===== config.mk =====
export PLATFORM = sky130hd
export DESIGN_NAME = bus_trace_trig
export DESIGN_NICKNAME = d
export VERILOG_FILES = /design/src/rtl/bus_trace_pkg.sv /design/src/rtl/btt_addr_cmp.sv /design/src/rtl/btt_mid_cmp.sv /design/src/rtl/btt_evt_route.sv /design/src/rtl/btt_rec_fifo.sv /design/src/rtl/bus_trace_trig.sv
export SDC_FILE = /design/constraint.sdc
export NUM_CORES = 1
export LEC_CHECK = 0
export BUFFER_PORTS_ARGS = -buffer_cell sky130_fd_sc_hd__buf_2
export CORE_MARGIN = 4
export CORE_UTILIZATION = 45
export CTS_BUF_LIST = sky130_fd_sc_hd__clkbuf_16
export CTS_CLUSTER_DIAMETER = 60
export DETAILED_ROUTE_END_ITERATION = 7
export HOLD_SLACK_MARGIN = 0.12
export PLACE_DENSITY = 0.61
export REMOVE_ABC_BUFFERS = 1
export SETUP_SLACK_MARGIN = 0.3
export SYNTH_ARGS = -nofsm -noshare
export SYNTH_HDL_FRONTEND = slang
export SYNTH_SLANG_ARGS = --single-unit

===== constraint.sdc =====
create_clock -name clk -period 24.3 [get_ports clk]
set_input_delay 0 -clock clk [delete_from_list [all_inputs] [get_ports clk]]
set_output_delay 0 -clock clk [all_outputs]
set_load 0.005 [all_outputs]

===== src/rtl/bus_trace_pkg.sv =====
package bus_trace_pkg;

    typedef enum logic [1:0] {
        TAG_NONE = 2'd0,
        TAG_ADDR = 2'd1,
        TAG_DATA = 2'd2,
        TAG_BOTH = 2'd3
    } rec_tag_e;

    typedef enum logic [1:0] {
        MID_EQ = 2'd0,
        MID_GE = 2'd1,
        MID_LE = 2'd2,
        MID_NE = 2'd3
    } mid_mode_e;

endpackage


===== src/rtl/btt_addr_cmp.sv =====
module btt_addr_cmp #(
    parameter int ADDR_W = 32,
    parameter int N_WIN  = 2
) (
    input  logic [ADDR_W-1:0]       addr,
    input  logic [N_WIN-1:0]        win_en,
    input  logic [N_WIN*ADDR_W-1:0] win_lo,
    input  logic [N_WIN*ADDR_W-1:0] win_hi,
    output logic [N_WIN-1:0]        hit
);

    for (genvar k = 0; k < N_WIN; k++) begin : g_win
        logic [ADDR_W-1:0] lo_k;
        logic [ADDR_W-1:0] hi_k;
        assign lo_k = win_lo[k*ADDR_W +: ADDR_W];
        assign hi_k = win_hi[k*ADDR_W +: ADDR_W];
        always_comb begin
            hit[k] = win_en[k] && (addr >= lo_k) && (addr <= hi_k);
        end
    end

endmodule


===== src/rtl/btt_mid_cmp.sv =====
module btt_mid_cmp
    import bus_trace_pkg::*;
#(
    parameter int MID_W = 4
) (
    input  logic             en,
    input  logic [MID_W-1:0] mid,
    input  logic [MID_W-1:0] ref_val,
    input  logic [MID_W-1:0] mask,
    input  logic [1:0]       mode,
    output logic             hit
);

    logic [MID_W-1:0] m_masked;
    logic [MID_W-1:0] r_masked;
    logic             rel;

    always_comb begin
        m_masked = mid & mask;
        r_masked = ref_val & mask;
        case (mid_mode_e'(mode))
            MID_EQ:  rel = (m_masked == r_masked);
            MID_GE:  rel = (m_masked >= r_masked);
            MID_LE:  rel = (m_masked <= r_masked);
            default: rel = (m_masked != r_masked);
        endcase
        hit = en && rel;
    end

endmodule


===== src/rtl/btt_evt_route.sv =====
module btt_evt_route #(
    parameter int N_TRIG = 3,
    parameter int N_EVT  = 4
) (
    input  logic [N_TRIG-1:0]       trig,
    input  logic [N_EVT*N_TRIG-1:0] evt_map,
    input  logic [N_EVT-1:0]        route_adr,
    input  logic [N_EVT-1:0]        route_dat,
    output logic                    fire_adr,
    output logic                    fire_dat
);

    logic [N_EVT-1:0] evt;

    for (genvar e = 0; e < N_EVT; e++) begin : g_evt
        logic [N_TRIG-1:0] sel;
        assign sel = evt_map[e*N_TRIG +: N_TRIG];
        always_comb begin
            evt[e] = (|sel) && ((trig & sel) == sel);
        end
    end

    always_comb begin
        fire_adr = |(evt & route_adr);
        fire_dat = |(evt & route_dat);
    end

endmodule


===== src/rtl/btt_rec_fifo.sv =====
module btt_rec_fifo #(
    parameter int WIDTH = 66,
    parameter int DEPTH = 8
) (
    input  logic             clk,
    input  logic             rst_n,
    input  logic             push,
    input  logic [WIDTH-1:0] push_data,
    input  logic             pop,
    output logic             out_valid,
    output logic [WIDTH-1:0] out_data,
    output logic             overflow
);

    localparam int PTR_W = (DEPTH > 1) ? $clog2(DEPTH) : 1;
    localparam int CNT_W = $clog2(DEPTH + 1);

    typedef struct packed {
        logic [PTR_W-1:0] rd;
        logic [PTR_W-1:0] wr;
        logic [CNT_W-1:0] cnt;
        logic             ovf;
    } fifo_st_t;

    fifo_st_t         st_d, st_q;
    logic [WIDTH-1:0] mem_d [DEPTH];
    logic [WIDTH-1:0] mem_q [DEPTH];
    logic             do_push, do_pop, full;

    function automatic logic [PTR_W-1:0] ptr_inc(input logic [PTR_W-1:0] p);
        return (p == PTR_W'(DEPTH - 1)) ? '0 : p + 1'b1;
    endfunction

    always_comb begin
        st_d    = st_q;
        mem_d   = mem_q;
        full    = (st_q.cnt == CNT_W'(DEPTH));
        do_pop  = pop && (st_q.cnt != '0);
        do_push = push && (!full || do_pop);
        if (push && !do_push) begin
            st_d.ovf = 1'b1;
        end
        if (do_push) begin
            mem_d[st_q.wr] = push_data;
            st_d.wr        = ptr_inc(st_q.wr);
        end
        if (do_pop) begin
            st_d.rd = ptr_inc(st_q.rd);
        end
        case ({do_push, do_pop})
            2'b10:   st_d.cnt = st_q.cnt + 1'b1;
            2'b01:   st_d.cnt = st_q.cnt - 1'b1;
            default: st_d.cnt = st_q.cnt;
        endcase
    end

    always_ff @(posedge clk or negedge rst_n) begin
        if (!rst_n) begin
            st_q <= '0;
        end else begin
            st_q <= st_d;
        end
    end

    always_ff @(posedge clk) begin
        mem_q <= mem_d;
    end

    assign out_valid = (st_q.cnt != '0);
    assign out_data  = mem_q[st_q.rd];
    assign overflow  = st_q.ovf;

endmodule


===== src/rtl/bus_trace_trig.sv =====
module bus_trace_trig
    import bus_trace_pkg::*;
#(
    parameter int ADDR_W     = 32,
    parameter int DATA_W     = 32,
    parameter int MID_W      = 4,
    parameter int N_WIN      = 2,
    parameter int N_EVT      = 4,
    parameter int FIFO_DEPTH = 8
) (
    input  logic                             clk,
    input  logic                             rst_n,
    input  logic                             bus_valid,
    input  logic [ADDR_W-1:0]                bus_addr,
    input  logic [DATA_W-1:0]                bus_wdata,
    input  logic                             bus_write,
    input  logic [MID_W-1:0]                 bus_mid,
    input  logic [N_WIN-1:0]                 cfg_win_en,
    input  logic [N_WIN*ADDR_W-1:0]          cfg_win_lo,
    input  logic [N_WIN*ADDR_W-1:0]          cfg_win_hi,
    input  logic                             cfg_mid_en,
    input  logic [MID_W-1:0]                 cfg_mid_ref,
    input  logic [MID_W-1:0]                 cfg_mid_mask,
    input  logic [1:0]                       cfg_mid_mode,
    input  logic [N_EVT*(N_WIN+1)-1:0]       cfg_evt_map,
    input  logic [N_EVT-1:0]                 cfg_route_adr,
    input  logic [N_EVT-1:0]                 cfg_route_dat,
    output logic                             rec_valid,
    input  logic                             rec_ready,
    output logic [1:0]                       rec_tag,
    output logic [ADDR_W-1:0]                rec_addr,
    output logic [DATA_W-1:0]                rec_data,
    output logic                             overflow
);

    localparam int N_TRIG = N_WIN + 1;
    localparam int REC_W  = 2 + ADDR_W + DATA_W;

    typedef struct packed {
        logic              valid;
        logic              write;
        logic [ADDR_W-1:0] addr;
        logic [DATA_W-1:0] data;
        logic [MID_W-1:0]  mid;
    } txn_t;

    txn_t              txn_d, txn_q;
    logic [N_WIN-1:0]  win_hit;
    logic              mid_hit;
    logic [N_TRIG-1:0] trig;
    logic              fire_adr, fire_dat;
    logic              cap_push;
    logic [REC_W-1:0]  cap_rec;
    logic [REC_W-1:0]  head_rec;

    // stage 1: register the observed transaction
    always_comb begin
        txn_d       = txn_q;
        txn_d.valid = bus_valid;
        if (bus_valid) begin
            txn_d.write = bus_write;
            txn_d.addr  = bus_addr;
            txn_d.data  = bus_wdata;
            txn_d.mid   = bus_mid;
        end
    end

    always_ff @(posedge clk or negedge rst_n) begin
        if (!rst_n) begin
            txn_q <= '0;
        end else begin
            txn_q <= txn_d;
        end
    end

    btt_addr_cmp #(
        .ADDR_W (ADDR_W),
        .N_WIN  (N_WIN)
    ) u_win (
        .addr   (txn_q.addr),
        .win_en (cfg_win_en),
        .win_lo (cfg_win_lo),
        .win_hi (cfg_win_hi),
        .hit    (win_hit)
    );

    btt_mid_cmp #(
        .MID_W (MID_W)
    ) u_mid (
        .en      (cfg_mid_en),
        .mid     (txn_q.mid),
        .ref_val (cfg_mid_ref),
        .mask    (cfg_mid_mask),
        .mode    (cfg_mid_mode),
        .hit     (mid_hit)
    );

    assign trig = {mid_hit, win_hit};

    btt_evt_route #(
        .N_TRIG (N_TRIG),
        .N_EVT  (N_EVT)
    ) u_route (
        .trig      (trig),
        .evt_map   (cfg_evt_map),
        .route_adr (cfg_route_adr),
        .route_dat (cfg_route_dat),
        .fire_adr  (fire_adr),
        .fire_dat  (fire_dat)
    );

    // stage 2: build the record and hand it to the FIFO
    always_comb begin
        cap_push = txn_q.valid && txn_q.write && (fire_adr || fire_dat);
        cap_rec  = {fire_dat, fire_adr,
                    (fire_adr ? txn_q.addr : {ADDR_W{1'b0}}),
                    (fire_dat ? txn_q.data : {DATA_W{1'b0}})};
    end

    btt_rec_fifo #(
        .WIDTH (REC_W),
        .DEPTH (FIFO_DEPTH)
    ) u_fifo (
        .clk       (clk),
        .rst_n     (rst_n),
        .push      (cap_push),
        .push_data (cap_rec),
        .pop       (rec_ready),
        .out_valid (rec_valid),
        .out_data  (head_rec),
        .overflow  (overflow)
    );

    assign rec_tag  = head_rec[REC_W-1 -: 2];
    assign rec_addr = head_rec[DATA_W +: ADDR_W];
    assign rec_data = head_rec[DATA_W-1:0];

endmodule


==> out/qor.csv <==
stage,metric,value,unit
critical_path,cp_max_fo,59,
power_and_ir_drop,p_seq_share,41.0,%
sta,timing.slew.headroom,20.95,%
cells_and_area,syn2layout_area_growth,22.22,%
global_route,grt.overflow.total,0,
floorplan,floorplan.rows,89,
clock_tree,postCtsSetupBuffers,0,
sta,grt_setup_unrepaired,no,
sta,finalMaxSlewViolations,0,
logic_synthesis,synth_top_family_by_area,multiplexers,
logic_synthesis,syn_inst,1545,
logic_synthesis,ys_seq_elements,609,
global_route,antenna_found_initial,7,
routing,ant_nets,0,
routing,post_drt_wl_per_cell,23.85,um
routing,drc,0,
power_and_ir_drop,p_sw,0.9172,mW
critical_path,cp-start-kind,flop,
sta,setup_viol,0,
critical_path,crit_type,flop to flop,
clock_tree,clockBufferDepth,3,
logic_synthesis,synthAdderAreaFrac,6.537,%
placement,place_ws,17.38,ns
status,outcome,finished clean,
hold_path,hold_path.class,primary input to flop,
clock_tree,cts_tree,yes,
critical_path,slowest_stage,buf_4,
global_route,grt_pass1_vias,16593,
cells_and_area,layout-drive-gt1-share,34.98,%
global_route,grt_max_degree,60,
global_route,grt_pass1_wl,103300,um
cells_and_area,multiInputGateArea,8346,sq um
routing,routed_wl,67660,um
cells_and_area,seqCellArea,17890,sq um
logic_synthesis,synth-compound-area-share,3.176,%
power_and_ir_drop,p_per_area,96.66,nW/um^2
logic_synthesis,syn_avg_cell_area,17.42,sq um
cells_and_area,nFillCells,4691,
floorplan,core_area,59130,sq um
clock_tree,htree_levels,3,
logic_synthesis,synth-xor-area-share,0.1302,%
power_and_ir_drop,swShare,28.85,%
power_and_ir_drop,power_frac_comb,26.3,%
clock_tree,clockRootBuffer,clkbuf_16,
floorplan,die-area,63780,sq um
placement,gp_congestion,0.8686,
flow_run,cap_violations,0,
floorplan,die_width,252.5,um
routing,vias,15395,
critical_path,worstPathRequired,24.49,ns
cells_and_area,fin_nets,2376,
critical_path,crit_chain,ha_1 > nand4_1 > nor4_1 > nand2_1 > o22ai_1 > nor3_1 > or3_1 > and2_2 > a2111oi_2 > a221oi_2 > clkinv_1 > o211ai_1 > nor3_2 > buf_4,
power_and_ir_drop,intPower,2.262,mW
logic_synthesis,netlist-cell-type-count,54,
sta,tightest_slew,1.179,ns
sta,hold_viol,0,
critical_path,arrival,7.05,ns
routing,viasPerCell,5.427,
logic_synthesis,synth-edff-count,528,
logic_synthesis,netlist_area,26910,sq um
clock_tree,clock_sinks,609,
sta,min_period,6.855,ns
logic_synthesis,ys_seq_area_share,66.45,%
sta,timing.final.ws_setup,17.44,ns
critical_path,worst_path_largest_cell_delay,0.93,ns
critical_path,cp-end-kind,flop,
logic_synthesis,synth_mux_area_share,16.90,%
power_and_ir_drop,power.static_leakage,12.72,nW
power_and_ir_drop,clock_power_share,32.7,%
sta,fmax,0.1459,GHz
sta,setup_tns,0,ns
clock_tree,clock_latency,0.61,ns
clock_tree,numCtsBuffers,72,
sta,finClkSkew,0.03709,ns
power_and_ir_drop,peakVddDrop,0.07839,mV
placement,io_buffer_count,301,
clock_tree,clkTransAtPathRegs,0.06,ns
sta,min_period_over_period,28.21,%
floorplan,start_util,45.51,%
placement,dpl.hpwl,43610,um
logic_synthesis,synth_warnings,0,
routing,firstDrtPassIters,4,
routing,drtIter0Drc,879,
floorplan,io_pins,302,
global_route,grt_usage,21.56,%
logic_synthesis,synth_simple_gate_area_share,4.092,%
floorplan,die_y,252.5,um
logic_synthesis,synth_top_flop_cell,edfxtp_1,
logic_synthesis,synth-async-reset-ratio,13.30,%
==> routing by layer <==
layer	global-route usage [%]	routed length (um)
met5	0	27
met4	5.182	1364
met3	4.538	3765
met2	35.11	32820
met1	30.18	29680
==> area by class of cell <==
type	count	area share, %
Sequential cell	609	54.40
Antenna cell	3	0.02282
Tap cell	773	2.941
Inverter	142	1.621
Multi-Input combinational cell	742	25.37
Timing Repair Buffer	435	8.551
Clock buffer	72	5.478
Clock inverter	61	1.613
==> Yosys cell counts (all sizes together) (7+ instances only) <==
cell    count  area (sq um)
o21ai      18         90.09
clkbuf     35         131.4
inv       142         533.0
nand3      10         50.05
edfxtp    528         15860
dfrtp      81          2027
nor2b       7         43.79
nor2       13         48.80
and2       70         439.2
nand2      40         150.1
ha        139          1739
nand4      22         137.6
mux4      132          2973
buf        17         66.31
a21oi      47         235.2
mux2      139          1565
nor3       14         75.07
a21o       20         151.4
==> through the flow <==
step	hold WS (ns)	power [mW]	cells	instance area, sq um	utilization [%]
finish	0.1598	3.179	2837	32890	55.63
global route	0.1473	3.343	2835	32890	55.62
CTS	0.1216	3.233	2834	32880	55.61
detailed placement	0.06947	2.167	2590	29420	49.76
global placement	0.06305	2.156	2590	29420	49.76
floorplan	-0.2956	1.905	1493	26710	-
==> cells in the final DEF (no fill, tap or decap), types with 4 or more instances in the layout <==
cell,count
edfxtp_1,528
buf_2,299
inv_1,154
mux2_2,139
ha_1,139
mux4_2,132
dlygate4sd3_1,110
dfrtp_1,78
clkbuf_16,72
and2_1,69
a21oi_1,47
nand2_1,40
buf_4,25
nand4_1,22
a21o_1,19
o21ai_0,18
clkinv_1,17
nor2_1,11
nand3_1,10
clkinv_2,10
nor3_1,9
nor2b_1,7
nand2b_1,5
nor3_2,5
bufinv_16,5
a31oi_1,4
o211ai_1,4
a211oi_1,4
o22ai_1,4
or3_1,4
==> repair_timing <==
action,in CTS,in global routing
resized for setup,0,0
endpoints found under the hold margin,115,0
hold buffers,111,0
==> registers in the layout, indices dropped and copies added, names as in the netlist <==
| register | cells |
|---|---|
| u_fifo.st_q | 10 |
| u_fifo.mem_q | 528 |
| txn_q | 70 |
| u_fifo.overflow | 1 |
==> cells by family (layout without fill, tap and decap cells) <==
group | Yosys count | count (layout)
other cells | 0 | 3
mux | 272 | 272
fa+ha+maj | 140 | 140
simple gates | 198 | 198
flops | 609 | 609
buf+inv | 194 | 710
compound gates | 128 | 128
xor+xnor | 4 | 4
==> power by group through the flow <==
stage | clock (mW) | sequential [mW] | combinational, mW
after detailed placement | 0 | 1.33 | 0.837
final | 1.04 | 1.31 | 0.836
after floorplan | 0 | 1.36 | 0.547
after CTS | 1.06 | 1.31 | 0.861
after global placement | 0 | 1.33 | 0.829
after global routing | 1.11 | 1.32 | 0.916
==> final timing paths <==
check                      cells past startpoint                           to                        from  slack, ns
setup / recovery                              14  u_fifo.mem_q[307]$_DFFE_PP_       txn_q[67]$_DFFE_PN0P_      17.44
hold / removal                                 3        txn_q[18]$_DFFE_PN0P_               bus_wdata[14]       0.16
setup reg to reg                              14  u_fifo.mem_q[307]$_DFFE_PP_       txn_q[67]$_DFFE_PN0P_      17.44
hold reg to reg                                1   u_fifo.st_q[4]$_DFFE_PN0P_  u_fifo.st_q[4]$_DFFE_PN0P_       0.49
max in group asynchronous                      4   u_fifo.st_q[8]$_DFFE_PN0P_                       rst_n      22.99
min in group asynchronous                      4        txn_q[39]$_DFFE_PN0P_                       rst_n       0.54
==> worst max-delay path, delay by kind of cell (launching register included) <==
family                     cells  cell delay, ns
AOI/OAI and AO/OA              4            1.39
and+or+nand+nor                7            2.58
DFF                            1            0.48
buffers and inverters          2            1.61
adders and majority gates      1            0.34
Power figures use the tool's default switching activity.
